===== config.mk =====
export PLATFORM = sky130hd
export DESIGN_NAME = fp_issue_interlock
export DESIGN_NICKNAME = d
export VERILOG_FILES = /design/src/rtl/fpil_pkg.sv /design/src/rtl/fpil_slot_ring.sv /design/src/rtl/fpil_pend_table.sv /design/src/rtl/fpil_div_gate.sv /design/src/rtl/fp_issue_interlock.sv
export SDC_FILE = /design/constraint.sdc
export NUM_CORES = 1
export LEC_CHECK = 0
export ABC_AREA = 1
export BUFFER_PORTS_ARGS = -buffer_cell sky130_fd_sc_hd__buf_2
export CORE_UTILIZATION = 60
export CTS_CLUSTER_SIZE = 16
export DETAILED_ROUTE_END_ITERATION = 10
export HOLD_SLACK_MARGIN = 0.15
export PLACE_DENSITY = 0.77
export SLEW_MARGIN = 5
export SYNTH_ARGS = -nofsm -noshare
export SYNTH_HDL_FRONTEND = slang
export SYNTH_SLANG_ARGS = --single-unit

===== constraint.sdc =====
create_clock -name clk -period 5.8 [get_ports clk]
set_input_delay 0.58 -clock clk [delete_from_list [all_inputs] [get_ports clk]]
set_output_delay 0.58 -clock clk [all_outputs]
set_load 0.02 [all_outputs]

===== src/rtl/fpil_pkg.sv =====
package fpil_pkg;

  // unit codes presented on id_unit
  localparam logic [2:0] UNIT_INT  = 3'd0;
  localparam logic [2:0] UNIT_LOAD = 3'd1;
  localparam logic [2:0] UNIT_FMUL = 3'd2;
  localparam logic [2:0] UNIT_FADD = 3'd3;
  localparam logic [2:0] UNIT_FDIV = 3'd4;

  function automatic int max_of2(int a, int b);
    return (a > b) ? a : b;
  endfunction

endpackage


===== src/rtl/fpil_slot_ring.sv =====
// Ring of booked completion cycles. Bit j set: some result completes
// j+1 cycles after the current one.
module fpil_slot_ring #(
  parameter int DEPTH = 28,
  parameter int LAT_W = 5
) (
  input  logic             clk,
  input  logic             rst,
  input  logic [LAT_W-1:0] lat_in,
  input  logic             book,
  output logic             conflict
);

  logic [DEPTH-1:0] booked_q;
  logic [DEPTH-1:0] booked_d;
  logic [DEPTH-1:0] probe;

  for (genvar j = 0; j < DEPTH; j++) begin : g_slot
    // the offset the candidate would occupy in this cycle
    assign probe[j] = (lat_in == LAT_W'(j + 1));
    // after the edge, everything moves one step closer; a new booking
    // lands one step below its latency
    if (j == DEPTH - 1) begin : g_top
      assign booked_d[j] = book && (lat_in == LAT_W'(j + 2));
    end else begin : g_mid
      assign booked_d[j] = booked_q[j+1] | (book && (lat_in == LAT_W'(j + 2)));
    end
  end

  assign conflict = |(booked_q & probe);

  always_ff @(posedge clk) begin
    if (rst) begin
      booked_q <= '0;
    end else begin
      booked_q <= booked_d;
    end
  end

endmodule


===== src/rtl/fpil_pend_table.sv =====
// Per-register countdown: cycles left until a pending result can be
// forwarded. Zero means the register is free to read and to overwrite.
module fpil_pend_table #(
  parameter int REG_AW = 5,
  parameter int CNT_W  = 5
) (
  input  logic              clk,
  input  logic              rst,
  input  logic [REG_AW-1:0] rd_a,
  input  logic [REG_AW-1:0] rd_b,
  input  logic [REG_AW-1:0] rd_d,
  input  logic              wr_en,
  input  logic [CNT_W-1:0]  wr_val,
  output logic [CNT_W-1:0]  cnt_a,
  output logic [CNT_W-1:0]  cnt_b,
  output logic [CNT_W-1:0]  cnt_d
);

  localparam int NREG = 1 << REG_AW;

  logic [CNT_W-1:0] left_q [NREG];

  assign cnt_a = left_q[rd_a];
  assign cnt_b = left_q[rd_b];
  assign cnt_d = left_q[rd_d];

  always_ff @(posedge clk) begin
    if (rst) begin
      for (int r = 0; r < NREG; r++) begin
        left_q[r] <= '0;
      end
    end else begin
      for (int r = 0; r < NREG; r++) begin
        if (wr_en && (rd_d == REG_AW'(r))) begin
          left_q[r] <= wr_val;
        end else if (left_q[r] != '0) begin
          left_q[r] <= left_q[r] - CNT_W'(1);
        end
      end
    end
  end

endmodule


===== src/rtl/fpil_div_gate.sv =====
// Occupancy of the iterative divider after it accepts an operation.
module fpil_div_gate #(
  parameter int II = 28
) (
  input  logic clk,
  input  logic rst,
  input  logic start,
  output logic busy
);

  localparam int CW = $clog2(II);

  logic [CW-1:0] left_q;

  assign busy = (left_q != '0);

  always_ff @(posedge clk) begin
    if (rst) begin
      left_q <= '0;
    end else if (start) begin
      left_q <= CW'(II - 1);
    end else if (busy) begin
      left_q <= left_q - CW'(1);
    end
  end

endmodule


===== src/rtl/fp_issue_interlock.sv =====
module fp_issue_interlock
  import fpil_pkg::*;
#(
  parameter int REG_AW   = 5,
  parameter int INT_LAT  = 1,
  parameter int LOAD_LAT = 2,
  parameter int FMUL_LAT = 6,
  parameter int FADD_LAT = 3,
  parameter int FDIV_LAT = 28,
  parameter int FDIV_II  = 28
) (
  input  logic              clk,
  input  logic              rst,
  input  logic              id_valid,
  input  logic [2:0]        id_unit,
  input  logic [REG_AW-1:0] id_src_a,
  input  logic              id_src_a_en,
  input  logic [REG_AW-1:0] id_src_b,
  input  logic              id_src_b_en,
  input  logic [REG_AW-1:0] id_dst,
  input  logic              id_dst_en,
  output logic              issue_go,
  output logic              issue_stall
);

  localparam int MAX_LAT = max_of2(max_of2(max_of2(INT_LAT, LOAD_LAT),
                                           max_of2(FMUL_LAT, FADD_LAT)), FDIV_LAT);
  localparam int LAT_W   = $clog2(MAX_LAT + 1);

  logic [LAT_W-1:0] lat;
  logic             is_div;
  logic [LAT_W-1:0] cnt_a, cnt_b, cnt_d;
  logic             slot_taken;
  logic             div_busy;
  logic             raw_hit, waw_hit, slot_hit, busy_hit, blocked;
  logic             commit, div_start;

  // latency of the decoded unit; unknown codes behave as integer
  always_comb begin
    case (id_unit)
      UNIT_LOAD: lat = LAT_W'(LOAD_LAT);
      UNIT_FMUL: lat = LAT_W'(FMUL_LAT);
      UNIT_FADD: lat = LAT_W'(FADD_LAT);
      UNIT_FDIV: lat = LAT_W'(FDIV_LAT);
      default:   lat = LAT_W'(INT_LAT);
    endcase
  end

  assign is_div = (id_unit == UNIT_FDIV);

  fpil_slot_ring #(
    .DEPTH (MAX_LAT),
    .LAT_W (LAT_W)
  ) u_slot_ring (
    .clk      (clk),
    .rst      (rst),
    .lat_in   (lat),
    .book     (commit),
    .conflict (slot_taken)
  );

  fpil_pend_table #(
    .REG_AW (REG_AW),
    .CNT_W  (LAT_W)
  ) u_pend_table (
    .clk    (clk),
    .rst    (rst),
    .rd_a   (id_src_a),
    .rd_b   (id_src_b),
    .rd_d   (id_dst),
    .wr_en  (commit),
    .wr_val (lat - LAT_W'(1)),
    .cnt_a  (cnt_a),
    .cnt_b  (cnt_b),
    .cnt_d  (cnt_d)
  );

  fpil_div_gate #(
    .II (FDIV_II)
  ) u_div_gate (
    .clk   (clk),
    .rst   (rst),
    .start (div_start),
    .busy  (div_busy)
  );

  // hazard terms
  assign raw_hit  = (id_src_a_en && (cnt_a != '0)) || (id_src_b_en && (cnt_b != '0));
  assign waw_hit  = id_dst_en && (cnt_d > lat);
  assign slot_hit = id_dst_en && slot_taken;
  assign busy_hit = is_div && div_busy;
  assign blocked  = raw_hit | waw_hit | slot_hit | busy_hit;

  assign issue_go    = id_valid & ~blocked;
  assign issue_stall = id_valid &  blocked;

  // only an issuing instruction leaves a trace in the state
  assign commit    = issue_go & id_dst_en;
  assign div_start = issue_go & is_div;

endmodule


==> metrics.txt <==
GP Congestion 1.04; Hold WC Path Type reg -> reg; Setup TNS Final 0 ns; post-route cell area 0.0157 sq mm; WL/cell 18.9 um; initial DRC count 2,016; share of layout cells above drive strength 1 0.0756; synthesized flop and latch total 193; TritonCTS clock tree done; Cell Area, Placed between 0.015 and 0.02 sq mm; total grt overflow 0; Clock Skews 0.0140 ns; EDFF count, synth 160; total wire length between 40,000 and 50,000 um; die area 0.0253 sq mm; proportion of power drawn by combinational gates 0.354; area of the multi-input gates 0.00775 sq mm; die height 159 um; fin crit period 4.67 ns; H-tree depth 4; GRT Total Usage 0.345; Crit Path Max Fanout 19; FF/Latch Area between 0.005 and 0.006 sq mm; Post-Synth XOR/XNOR Area 0.0385; post-synthesis mux area share 0; Setup crit start kind primary input; cell-internal power roughly 3.0 mW; clock transition at the registers of the reported paths 0.09 ns; Reg2Reg Setup Slack 1.54 ns; IO Pins 26; core box area 0.0242 sq mm; YS warnings 0; Clk pwr share 0.254; Hold Worst Slack 0.404 ns; post-synthesis compound-gate area fraction 0.114; RSZ-0062 raised after global routing false; post-cts hold buffer count 0; post-cts sizing count 0; post-synthesis adder-cell area fraction 0.0322; fmax about 210 MHz; Die W around 160 um; Peak VDD IR between 150 and 200 uV; Final Net Count 2,059; IO Port Bufs 25; area of the mapped netlist 0.0148 sq mm; Crit path arrival time between 4 and 5 ns; Post-CTS Setup Bufs 0; Mean Syn Cell Area 7.34 sq um; DR vias 14,500; Worst Tran Pin Value 0.986 ns; initial antenna violation count 0; worst skew pair latency around 0.46 ns; register area share after synthesis 0.370; switching power ~2.0 mW; Synth cell types 44; first-pass GRT wire length 68,400 um; CP required 5.95 ns; Simple-Gate Fraction of Synth Area 0.340; TritonCTS buffer count 17; status finished, final reports clean; period utilization 0.806; initial core utilization 0.609; largest net degree at the start of global routing 62; sw frac 0.399; Worst Setup End Kind register; most common cell after layout, fill and taps aside nand2_1; relative slew slack 0.343; max_cap viols 0; 1st-pass router iterations 7; Seq pwr share 0.392; CTS root buf clkbuf_16; detailed placer's ending HPWL 30,900 um; Mapped Nets 2,075; antenna-violating nets left 0; Layout area overhead 6.18%; commonest non-fill, non-tap cells in the layout nand2_1 (364), nand3_1 (315), inv_1 (292); vias per std cell 6.19; largest family of logic cells by synthesized area simple AND/OR/NAND/NOR gates; CTS Sinks 193; Setup CP Type in -> reg; vias in the first global route 13,200; Pwr per Cell Area 316 mW/mm^2; fin. max-slew vios 0; LEAKAGE 6.79 nW; fillers 2,062; Final Util 0.647; Post-synth ARST share 0; Final Hold Violating Endpoints 0; number of core rows 57; Main synth FF type edfxtp_1; number of remaining DRC errors 0; Post-Syn Instances ~2,000; clock tree buffer depth 2; final setup violation count 0
sequential cells by signal, indices dropped and copies added, names as in the netlist:
signal and cells:
u_pend_table.left_q 160, u_div_gate.left_q 5, u_slot_ring.booked_q 28
final cells by class:
class	count	area share
Antenna cell	1	0.000160
Clock inverter	14	0.0112
Tap cell	324	0.0258
Clock buffer	18	0.0287
Timing Repair Buffer	49	0.0204
Sequential cell	193	0.348
Inverter	298	0.0715
Multi-Input combinational cell	1438	0.494
cells in the mapped netlist (2+ instances only):
cell      number  area share
nor3_1        40       0.014
nand2_1      364       0.092
o22ai_1       68       0.029
clkinv_1       2     0.00051
and3_1         2     0.00085
nand4_4       30       0.043
xor2_1        48       0.028
edfxtp_1     160        0.33
a31oi_1        4      0.0017
inv_2          3     0.00076
buf_12         3      0.0041
a22oi_1        4      0.0020
nand2_2       34       0.014
clkbuf_1      44       0.011
buf_1          8      0.0020
buf_6          2      0.0015
nand4_1       26       0.011
ha_1          38       0.032
dfxtp_1       33       0.045
nand3_1      315        0.11
inv_1        293       0.074
buf_4          7      0.0036
buf_2         17      0.0058
a221oi_1       3      0.0018
o21ai_0       56       0.019
nor2_1       211       0.054
o221ai_1       4      0.0024
xnor2_1       17       0.010
a21oi_1      162       0.055
metal layers:
layer  GRT usage  up-vias  routed length (um)
li1            -     6767                   -
met4       0.198        0                2690
met3      0.0656      241                5090
met1       0.444     6468               16700
met2       0.547      978               19700
met5           0        -                   0
worst max-delay path: stages:
cell	delay, ns
buf_2	0.15
nand2_1	0.59
o22ai_1	0.16
o21ai_0	0.32
nand2_1	0.15
a221oi_1	0.24
o21ai_0	0.12
ha_1	0.34
a21oi_1	0.18
o221ai_1	0.12
o21ai_0	0.09
nand2_1	0.07
a21boi_1	0.20
nand2_2	0.12
nor2_8	0.43
buf_12	0.30
nand4_4	0.15
nand2_1	0.14
nand2_2	0.09
nand2_1	0.23
power by group through the flow:
stage	sequential [mW]	clock, mW	combinational, mW
floorplan	1.90	0	1.35
global placement	1.96	0	1.67
detailed placement	1.96	0	1.70
CTS	1.93	1.26	1.71
global route	1.96	1.31	1.94
finish	1.94	1.26	1.76
stage by stage:
stage / total power, mW / cells / setup slack, ns
after floorplan: 3.25 / 2013 / 1.60
after global placement: 3.63 / 2302 / 0.911
after detailed placement: 3.66 / 2302 / 0.813
after CTS: 4.90 / 2334 / 1.28
after global routing: 5.21 / 2334 / 0.870
final: 4.95 / 2335 / 1.13
worst paths after layout:
path | from | cells after the start | to
worst max register to register | u_pend_table.left_q[31][4]$_SDFFCE_PP0P_ | 19 | u_pend_table.left_q[13][2]$_SDFFCE_PN0P_
worst min register to register | u_slot_ring.booked_q[6]$_SDFF_PP0_ | 2 | u_slot_ring.booked_q[5]$_SDFF_PP0_
worst min-delay path | u_slot_ring.booked_q[6]$_SDFF_PP0_ | 2 | u_slot_ring.booked_q[5]$_SDFF_PP0_
worst max-delay path | id_dst[1] | 20 | u_pend_table.left_q[13][2]$_SDFFCE_PN0P_
cell families (layout without fill, tap and decap cells):
logic type	after synthesis	count (layout)
fa+ha+maj	38	38
flops	193	193
other cells	1	2
buf+inv	382	379
xor+xnor	65	65
compound gates	307	307
simple gates	1027	1027
No activity file was read; power rests on OpenSTA's default activity.
